**src/rtl/rfsh_pkg.sv**
```systemverilog
package rfsh_pkg;
  typedef enum logic [1:0] {
    RF_RAS_ONLY = 2'd0,
    RF_CBR      = 2'd1,
    RF_HIDDEN   = 2'd2
  } rf_mode_e;

  typedef enum logic [2:0] {
    ST_IDLE,
    ST_HAND,
    ST_LEAD,
    ST_HI,
    ST_ACT,
    ST_PRE
  } rf_state_e;

  typedef struct packed {
    logic ras_n;
    logic cas_n;
    logic addr_oe;
  } rf_pins_t;
endpackage

```
**src/rtl/rfsh_tick_div.sv**
```systemverilog
module rfsh_tick_div #(
  parameter int DIV = 100
) (
  input  logic clk,
  input  logic rst_n,
  output logic tick
);
  localparam int CW = (DIV > 1) ? $clog2(DIV) : 1;
  localparam logic [CW-1:0] LAST = CW'(DIV - 1);

  logic [CW-1:0] cnt;

  assign tick = (cnt == LAST);

  always_ff @(posedge clk) begin
    if (!rst_n)    cnt <= '0;
    else if (tick) cnt <= '0;
    else           cnt <= cnt + 1'b1;
  end
endmodule

```
**src/rtl/rfsh_debt.sv**
```systemverilog
module rfsh_debt #(
  parameter int DEBT_W = 2
) (
  input  logic clk,
  input  logic rst_n,
  input  logic tick,
  input  logic take,
  output logic pending
);
  localparam logic [DEBT_W-1:0] CAP = {DEBT_W{1'b1}};

  logic [DEBT_W-1:0] debt;

  assign pending = (debt != '0);

  always_ff @(posedge clk) begin
    if (!rst_n) begin
      debt <= '0;
    end else begin
      unique case ({tick, take})
        2'b10:   if (debt != CAP) debt <= debt + 1'b1;
        2'b01:   debt <= debt - 1'b1;
        default: debt <= debt;
      endcase
    end
  end
endmodule

```
**src/rtl/rfsh_seq.sv**
```systemverilog
module rfsh_seq
  import rfsh_pkg::*;
#(
  parameter rf_mode_e MODE    = RF_CBR,
  parameter int       ROWS    = 1,
  parameter int       ROW_W   = 8,
  parameter int       T_CR    = 1,
  parameter int       T_RAS   = 2,
  parameter int       T_PRE   = 2,
  parameter int       LEN_W   = 2,
  parameter int       BURST_W = 1
) (
  input  logic             clk,
  input  logic             rst_n,
  input  logic             acc_idle,
  input  logic             host_req,
  input  logic             pending,
  output logic             take,
  output logic             host_gnt,
  output logic             bus_own,
  output rf_pins_t         pins,
  output logic [ROW_W-1:0] addr
);
  localparam logic [LEN_W-1:0]   LEAD_LEN = (MODE == RF_RAS_ONLY) ? '0 : LEN_W'(T_CR - 1);
  localparam logic [LEN_W-1:0]   ACT_LEN  = LEN_W'(T_RAS - 1);
  localparam logic [LEN_W-1:0]   PRE_LEN  = LEN_W'(T_PRE - 1);
  localparam logic [BURST_W-1:0] BURST_LAST = BURST_W'(ROWS - 1);
  localparam bit IS_HIDDEN = (MODE == RF_HIDDEN);

  rf_state_e          state, st_nx;
  logic [LEN_W-1:0]   len_cnt, len_nx;
  logic [BURST_W-1:0] rows_left, rows_nx;
  logic [ROW_W-1:0]   row;
  logic               row_step;
  logic               idle, done;

  assign idle     = (state == ST_IDLE);
  assign done     = (len_cnt == '0);
  assign take     = idle && pending && acc_idle;
  assign host_gnt = idle && host_req && acc_idle && !pending;
  assign bus_own  = !idle;

  always_comb begin
    st_nx    = state;
    len_nx   = done ? len_cnt : len_cnt - 1'b1;
    rows_nx  = rows_left;
    row_step = 1'b0;
    unique case (state)
      ST_IDLE: if (take) begin
        rows_nx = BURST_LAST;
        if (IS_HIDDEN) begin
          st_nx  = ST_HAND;
          len_nx = '0;
        end else begin
          st_nx  = ST_LEAD;
          len_nx = LEAD_LEN;
        end
      end
      ST_HAND: begin
        st_nx  = ST_HI;
        len_nx = PRE_LEN;
      end
      ST_LEAD, ST_HI: if (done) begin
        st_nx  = ST_ACT;
        len_nx = ACT_LEN;
      end
      ST_ACT: if (done) begin
        row_step = (MODE == RF_RAS_ONLY);
        len_nx   = PRE_LEN;
        if (IS_HIDDEN && rows_left != '0) begin
          rows_nx = rows_left - 1'b1;
          st_nx   = ST_HI;
        end else begin
          st_nx   = ST_PRE;
        end
      end
      ST_PRE: if (done) begin
        if (!IS_HIDDEN && rows_left != '0) begin
          rows_nx = rows_left - 1'b1;
          st_nx   = ST_LEAD;
          len_nx  = LEAD_LEN;
        end else begin
          st_nx   = ST_IDLE;
        end
      end
      default: st_nx = ST_IDLE;
    endcase
  end

  always_ff @(posedge clk) begin
    if (!rst_n) begin
      state     <= ST_IDLE;
      len_cnt   <= '0;
      rows_left <= '0;
      row       <= '0;
    end else begin
      state     <= st_nx;
      len_cnt   <= len_nx;
      rows_left <= rows_nx;
      if (row_step) row <= row + 1'b1;
    end
  end

  // Strobe ordering chosen by mode
  generate
    if (MODE == RF_RAS_ONLY) begin : g_ras_only
      assign pins.ras_n   = (state != ST_ACT);
      assign pins.cas_n   = 1'b1;
      assign pins.addr_oe = (state == ST_LEAD) || (state == ST_ACT);
      assign addr         = pins.addr_oe ? row : '0;
    end else if (MODE == RF_CBR) begin : g_cbr
      assign pins.ras_n   = (state != ST_ACT);
      assign pins.cas_n   = !((state == ST_LEAD) || (state == ST_ACT));
      assign pins.addr_oe = 1'b0;
      assign addr         = '0;
    end else begin : g_hidden
      assign pins.ras_n   = !((state == ST_HAND) || (state == ST_ACT));
      assign pins.cas_n   = !((state == ST_HAND) || (state == ST_HI) || (state == ST_ACT));
      assign pins.addr_oe = 1'b0;
      assign addr         = '0;
    end
  endgenerate
endmodule

```
**src/rtl/dram_refresh_sched.sv**
```systemverilog
module dram_refresh_sched
  import rfsh_pkg::*;
#(
  parameter rf_mode_e MODE          = RF_CBR,
  parameter int       CLK_HZ        = 50_000_000,
  parameter int       TICK_HZ       = 10_000,
  parameter int       ROWS_PER_TICK = 1,
  parameter int       ROW_W         = 8,
  parameter int       DEBT_W        = 2,
  parameter int       T_CR          = 1,
  parameter int       T_RAS         = 2,
  parameter int       T_PRE         = 2
) (
  input  logic             clk,
  input  logic             rst_n,
  input  logic             acc_idle,
  input  logic             host_req,
  output logic             host_gnt,
  output logic             bus_own,
  output logic             ras_n,
  output logic             cas_n,
  output logic             addr_oe,
  output logic [ROW_W-1:0] row_addr
);
  localparam int DIV     = CLK_HZ / TICK_HZ;
  localparam int T_MAX   = (T_CR > T_RAS) ? ((T_CR > T_PRE) ? T_CR : T_PRE)
                                          : ((T_RAS > T_PRE) ? T_RAS : T_PRE);
  localparam int LEN_W   = $clog2(T_MAX + 1);
  localparam int BURST_W = $clog2(ROWS_PER_TICK + 1);

  logic     tick, take, pending;
  rf_pins_t pins;

  rfsh_tick_div #(.DIV(DIV)) u_div (
    .clk(clk), .rst_n(rst_n), .tick(tick)
  );

  rfsh_debt #(.DEBT_W(DEBT_W)) u_debt (
    .clk(clk), .rst_n(rst_n), .tick(tick), .take(take), .pending(pending)
  );

  rfsh_seq #(
    .MODE(MODE), .ROWS(ROWS_PER_TICK), .ROW_W(ROW_W), .T_CR(T_CR),
    .T_RAS(T_RAS), .T_PRE(T_PRE), .LEN_W(LEN_W), .BURST_W(BURST_W)
  ) u_seq (
    .clk(clk), .rst_n(rst_n), .acc_idle(acc_idle), .host_req(host_req),
    .pending(pending), .take(take), .host_gnt(host_gnt), .bus_own(bus_own),
    .pins(pins), .addr(row_addr)
  );

  assign ras_n   = pins.ras_n;
  assign cas_n   = pins.cas_n;
  assign addr_oe = pins.addr_oe;
endmodule

```
**config.mk**
```make
export PLATFORM = sky130hd
export DESIGN_NAME = dram_refresh_sched
export DESIGN_NICKNAME = d
export VERILOG_FILES = /design/src/rtl/rfsh_pkg.sv /design/src/rtl/rfsh_tick_div.sv /design/src/rtl/rfsh_debt.sv /design/src/rtl/rfsh_seq.sv /design/src/rtl/dram_refresh_sched.sv
export SDC_FILE = /design/constraint.sdc
export NUM_CORES = 1
export LEC_CHECK = 0
export BUFFER_PORTS_ARGS = -buffer_cell sky130_fd_sc_hd__buf_2
export CORE_UTILIZATION = 25
export DETAILED_ROUTE_END_ITERATION = 16
export PLACE_DENSITY = 0.54
export SLEW_MARGIN = 30
export SYNTH_ARGS = -nofsm -noshare
export SYNTH_HDL_FRONTEND = slang
export SYNTH_SLANG_ARGS = --single-unit
```
**constraint.sdc**
```tcl
create_clock -name clk -period 1.95 [get_ports clk]
set_input_delay 0.0975 -clock clk [delete_from_list [all_inputs] [get_ports clk]]
set_output_delay 0.0975 -clock clk [all_outputs]
set_load 0.03 [all_outputs]
```
# Word-level counts from Yosys, hierarchy flattened
# Index checks and enable logic that the tools add are counted.
[totals]
output_inout_bits = 13
ff_bits = 21
inputBits = 4
wordCells = 64
[classes]
n_eq_ne = 15
bitwise = 1
addsub = 5
n_mux = 18
n_reduce_logical = 20
[op_table]
columns = ["cell", "count"]
rows = [
  ["3-bit case mux with 5 select lines", 1],
  ["2-bit two-way mux", 7],
  ["13-bit by 1-bit adder with 13-bit output, second input constant", 1],
  ["13-bit == test, second input constant", 1],
  ["3-bit two-way mux", 4],
  ["2-bit by 1-bit inequality test with 1-bit output, second input constant", 4],
  ["2-bit case mux with 4 select lines", 1],
  ["3-bit by 2-bit == test with 1-bit output, second input constant", 2],
  ["3-bit == test, second input constant", 2],
  ["2-bit nonzero test", 3],
  ["1-bit logical AND", 5],
  ["2-bit inequality test, second input constant", 2],
  ["2-bit case mux with 2 select lines", 1],
  ["4-bit AND reduction", 1],
  ["2-bit OR reduction", 2],
  ["2-bit by 1-bit subtractor with 2-bit output, second input constant", 2],
  ["3-bit by 1-bit == test with 1-bit output, second input constant", 1],
  ["1-bit logical NOT", 3],
  ["3-bit logical NOT", 1],
  ["1-bit two-way mux", 3],
  ["3-bit inequality test, second input constant", 1],
  ["3-bit AND reduction", 1],
  ["3-bit OR reduction", 1],
  ["2-bit by 1-bit adder with 2-bit output, second input constant", 1],
  ["8 further kinds", 8],
]

# Depth between registers and ports, before layout
[logic_depth]
depth_word = 6
depth_mapped = 6
mapped_depth_nobuf = 5

# Cells and area by module
# From an unflattened synthesis, not the netlist that was laid out.
[unflattened]
cells_unflattened = 122
area_unflattened_um2 = 1056.0
[by_module_without_submodules]
columns = ["module", "area_per_inst_um2", "cells_each", "n_inst"]
rows = [
  ["rfsh_tick_div", 565.5, 64, 1],
  ["rfsh_seq", 377.9, 46, 1],
  ["rfsh_debt", 112.6, 12, 1],
]

# Least setup slack after synthesis
# No wires, ideal clock.
[synth_timing]
path_type = "register to output"
startpoint = "reg u_seq.state[1]"
endpoint = "out host_gnt"
path_stages_with_launch = 4
arrival_ns = 2.004
n_path_buf = 0
path_slack_ns = -0.151
cell_sequence = "dfxtp_1 > nor3_1 > nand2_1 > nor4b_1"
[synth_between]
elab_chain_len = 4
[synth_rtl]
columns = ["element", "line", "rtl"]
rows = [
  ["start, declared", "rfsh_seq.sv:30", "rf_state_e state, st_nx;"],
  ["start signal, assigned", "rfsh_seq.sv:97", "state <= st_nx;"],
  ["3-bit logical NOT", "rfsh_seq.sv:37", "assign idle = (state == ST_IDLE);"],
  ["1-bit logical AND (3 in a row)", "rfsh_seq.sv:40", "assign host_gnt = idle && host_req && acc_idle && !pending;"],
  ["end, declared", "dram_refresh_sched.sv:18", "output logic host_gnt,"],
]
# No other way between the ends.

# Worst setup path in the final report
[layout_timing]
startpoint = "reg u_div.cnt[5]"
endpoint = "reg u_div.cnt[11]"
[layout_between]
elab_chain_len = 2
word_cells_on_any_way = 3
[layout_rtl]
columns = ["element", "line", "rtl"]
rows = [
  ["start, declared", "rfsh_tick_div.sv:11", "logic [CW-1:0] cnt;"],
  ["start signal, assigned", "rfsh_tick_div.sv:18", "else cnt <= cnt + 1'b1;"],
  ["parallel branches: the longest is 2 deep, another holds 13-bit by 1-bit adder with 13-bit output", "-", ""],
]
# Several ways; the timed one is not identified.
# A chain may end at the register's enable or synchronous reset.

==> impl_summary.md <==
Route
In the routed design, unresolved DRC markers number 0. The DRC marker count from the first detailed-route iteration is 50. After detailed routing, the total wire length is 1890 um. The total via count after detailed routing is 811.

The count of nets left with antenna violations once routing finished came out at 0. The post-detailed-route wirelength per cell is 10.2 um. The vias per cell is 4.38. The first detailed-routing pass took 5 iterations.

Logic synthesis
Each instance of the synthesized netlist takes up on average 8.40 sq um. After synthesis the cells add up to 0.00103 sq mm. The fraction of the mapped netlist area in adder cells is 1.21%. The largest area contributor in the synthesized netlist is dfxtp_1. After synthesis, the largest family of logic cells by area is simple AND/OR/NAND/NOR gates.

Counting flops with an async set or reset pin after synthesis yields a share of 0%. The number of cells produced by synthesis is 123. The synthesized netlist contains 32 unique library cells. The predominant post-synthesis flop cell is dfxtp_1. The most numerous cell in the Yosys netlist is dfxtp_1. The area share of the largest cell type after synthesis is 38.7%. After Yosys synthesis, XOR and XNOR cells account for 9.32% of the synthesized area. The number of flip-flops and latches in the synthesized netlist is 20. Sequential cells were found to cover 38.7% of the synthesized design area. Sorting the synthesized cells by area gives the leading types as dfxtp_1 (39%), xnor2_1 (6.8%), buf_4 (6.5%). The number of synthesized flops with an enable pin is 0. The total number of yosys warnings is 0.

Ranked by instance count, the synthesized netlist is headed by dfxtp_1 (20), nor2_1 (17), buf_4 (9), nand2_1 (9). The fraction of the mapped netlist area in compound gates is 11.1%. Summing the areas of all and, or, nand and nor instances in the mapped netlist gives 28.8% of the synthesized area. The share of cell area taken by muxes after synthesis is 0.969%.

Floorplan
The area of the placeable core is 0.00397 sq mm. The initial utilization of the core area, before any placement, comes to 26.0%. In this run the count of I/O pins placed on the die edge is 17. The row count is 23.

The height of the chip is 66.3 um. The die covers 0.00440 sq mm. The die width is 66.3 um.

Global routing
In the global route stage, overall resource usage came out at 9.24%. The number of global-route vias before repair is 731. The wire length of the first global-routing pass is 3160 um. The initial antenna violation count is 0. The total grt overflow is 0. Entering global routing, the biggest net connects 14 pins.

Critical path
The largest single stage delay on the critical path is 0.55 ns. In this design, the largest share of critical-path delay is due to simple AND/OR/NAND/NOR gates. By startpoint and endpoint, the worst setup path is classified as flip-flop to flip-flop.

The standard cell with the maximum stage delay on the critical path is or4_4. The largest fanout on the critical path is 13. Walking the worst path, the cells encountered are or4_4 -> nor4_4 -> or2b_4 -> nor2_1. The worst setup path is launched from a flip-flop. The buffer and inverter count on the worst path is 0.

The required time at the endpoint of the critical path is 2.09 ns. The worst setup path is captured at a flip-flop. The arrival time of data at the critical path endpoint is 1.92 ns.

Layout
The core utilization of the finished layout is 29.8%. The filler cells instantiated in the layout total 434. Of the cells placed in the final design, the portion with a size suffix greater than 1 is 14.1%.

The repair_antennas step left the layout with diodes totalling 0. The net count reported at finish is 141. The synthesis-to-layout area growth is 14.6%.

Place
After legalization and detailed placement, the total HPWL measured 1410 um. Buffers placed on the I/O ports in this run total 7. The congestion estimate from routability-driven global placement came to 0.825.

Run
The number of max-cap violations is 0.

Pwr
The total power density per cell area is 1190 mW/mm^2. The total design power is 1.41 mW. In this run the static leakage power is 0.426 nW. IR analysis of the VDD net gives a maximum drop of 0.000535 V.

Clock network
The clock reaches the later pin of the worst-skew pair after 0.26 ns. The CTS tree is built. The number of buffers inserted during clock tree synthesis is 3. The count of clock tree sinks is 20. The maximum level of the CTS H-tree is 1.

The number of post-CTS setup repair buffers is 0. The longest clock path from root to sink contains 2 buffers. After clock tree synthesis, the clock-pin slew on the worst setup and hold paths is 0.08 ns.

The CTS root buffer is clkbuf_8. For this design, the CTS-stage hold fixing added 0 buffers.

Timing
Setup repair after global routing left no endpoint under its margin. The hold violation total from the final report is 0. Static timing analysis puts the maximum clock frequency at 0.564 GHz. Clock skew on the completed layout was measured at 0.0104 ns. The number of setup violations in the final report is 0. Dividing the final minimum period by the clock period gives 90.9%. The clock period minus final worst setup slack is 1.77 ns. The total negative slack is 0 ns. The total count of max-transition violations in the final report came to 0.

Min path
In this run the worst hold path is classified as input port to flip-flop.

Run status
The run finished with clean final reports.
==> registers in the layout (all words and copies together) (netlist names) <==
| register | flops |
|---|---|
| u_div.cnt | 13 |
| u_seq.len_cnt | 2 |
| u_seq.state | 3 |
| u_debt.debt | 2 |
==> cells by family after synthesis <==
| group | count (synthesis) |
|---|---|
| and+or+nand+nor | 55 |
| xor gates and xnor gates | 11 |
| other | 1 |
| AOI/OAI and AO/OA | 19 |
| buffers and inverters | 15 |
| DFF | 20 |
| muxes | 1 |
| adders and majority gates | 1 |
==> power breakdown <==
group / internal [mW] / total [mW] / switching [mW]
combinational: 0.180 / 0.492 / 0.313
sequential: 0.450 / 0.507 / 0.0568
clock: 0.274 / 0.410 / 0.136
total: 0.903 / 1.41 / 0.505
==> final timing paths <==
check,cells past startpoint,to,from,slack (ns)
setup / recovery,4,u_div.cnt[11]$_SDFF_PP0_,u_div.cnt[5]$_SDFF_PP0_,0.18
hold reg to reg,1,u_div.cnt[0]$_SDFF_PP0_,u_div.cnt[0]$_SDFF_PP0_,0.49
setup reg to reg,4,u_div.cnt[11]$_SDFF_PP0_,u_div.cnt[5]$_SDFF_PP0_,0.18
hold / removal,2,u_seq.state[2]$_SDFFE_PN0P_,rst_n,0.15
==> per-stage QoR <==
step | hold WS, ns | instance area (sq um) | setup slack (ns) | std cells
6_report | 0.146 | 1180 | 0.178 | 185
3_3_place_gp | 0.412 | 1110 | 0.192 | 181
5_1_grt | 0.156 | 1180 | 0.0695 | 185
2_1_floorplan | 0.215 | 1070 | 0.248 | 131
4_1_cts | 0.137 | 1180 | 0.0992 | 185
3_5_place_dp | 0.421 | 1110 | 0.122 | 181
==> metal layers <==
layer / part of all wire (%) / global-route usage, % / wire length [um] / up-vias
met5: 0 / 0 / 0 / -
met4: 0 / 0 / 0 / 0
met3: 4.4 / 3.62 / 83 / 0
met2: 47 / 16.2 / 884 / 13
met1: 49 / 11.3 / 920 / 367
li1: - / - / - / 431
==> cell type report <==
type	count	area, sq um	area share (%)
Multi-Input combinational cell	96	574	48.5
Sequential cell	20	400	33.8
Tap cell	50	62.6	5.28
Timing Repair Buffer	10	57.6	4.86
Clock buffer	3	41.3	3.48
Clock inverter	1	30.0	2.53
Inverter	5	18.8	1.58
==> layout by cell type (no fill, tap or decap), types with 2 or more instances in the layout <==
cell type and count:
dfxtp_1 20, nor3_1 3, nor4_1 4, a21boi_0 2, xor2_1 3, nor2_1 17
clkbuf_8 3, conb_1 9, a21oi_1 5, a21o_1 2, o21ai_0 6, buf_2 7
nand2b_1 3, xnor2_1 8, nand4_1 2, inv_1 5, nand3_1 8, buf_4 3
or3_1 2, nand2_1 9
==> repair_timing <==
action | 4_1_cts | 5_1_grt
resized for setup | 0 | 1
endpoints found under the hold margin | 0 | 0
setup endpoints to repair | 0 | 2
No activity file was read; power rests on OpenSTA's default activity.
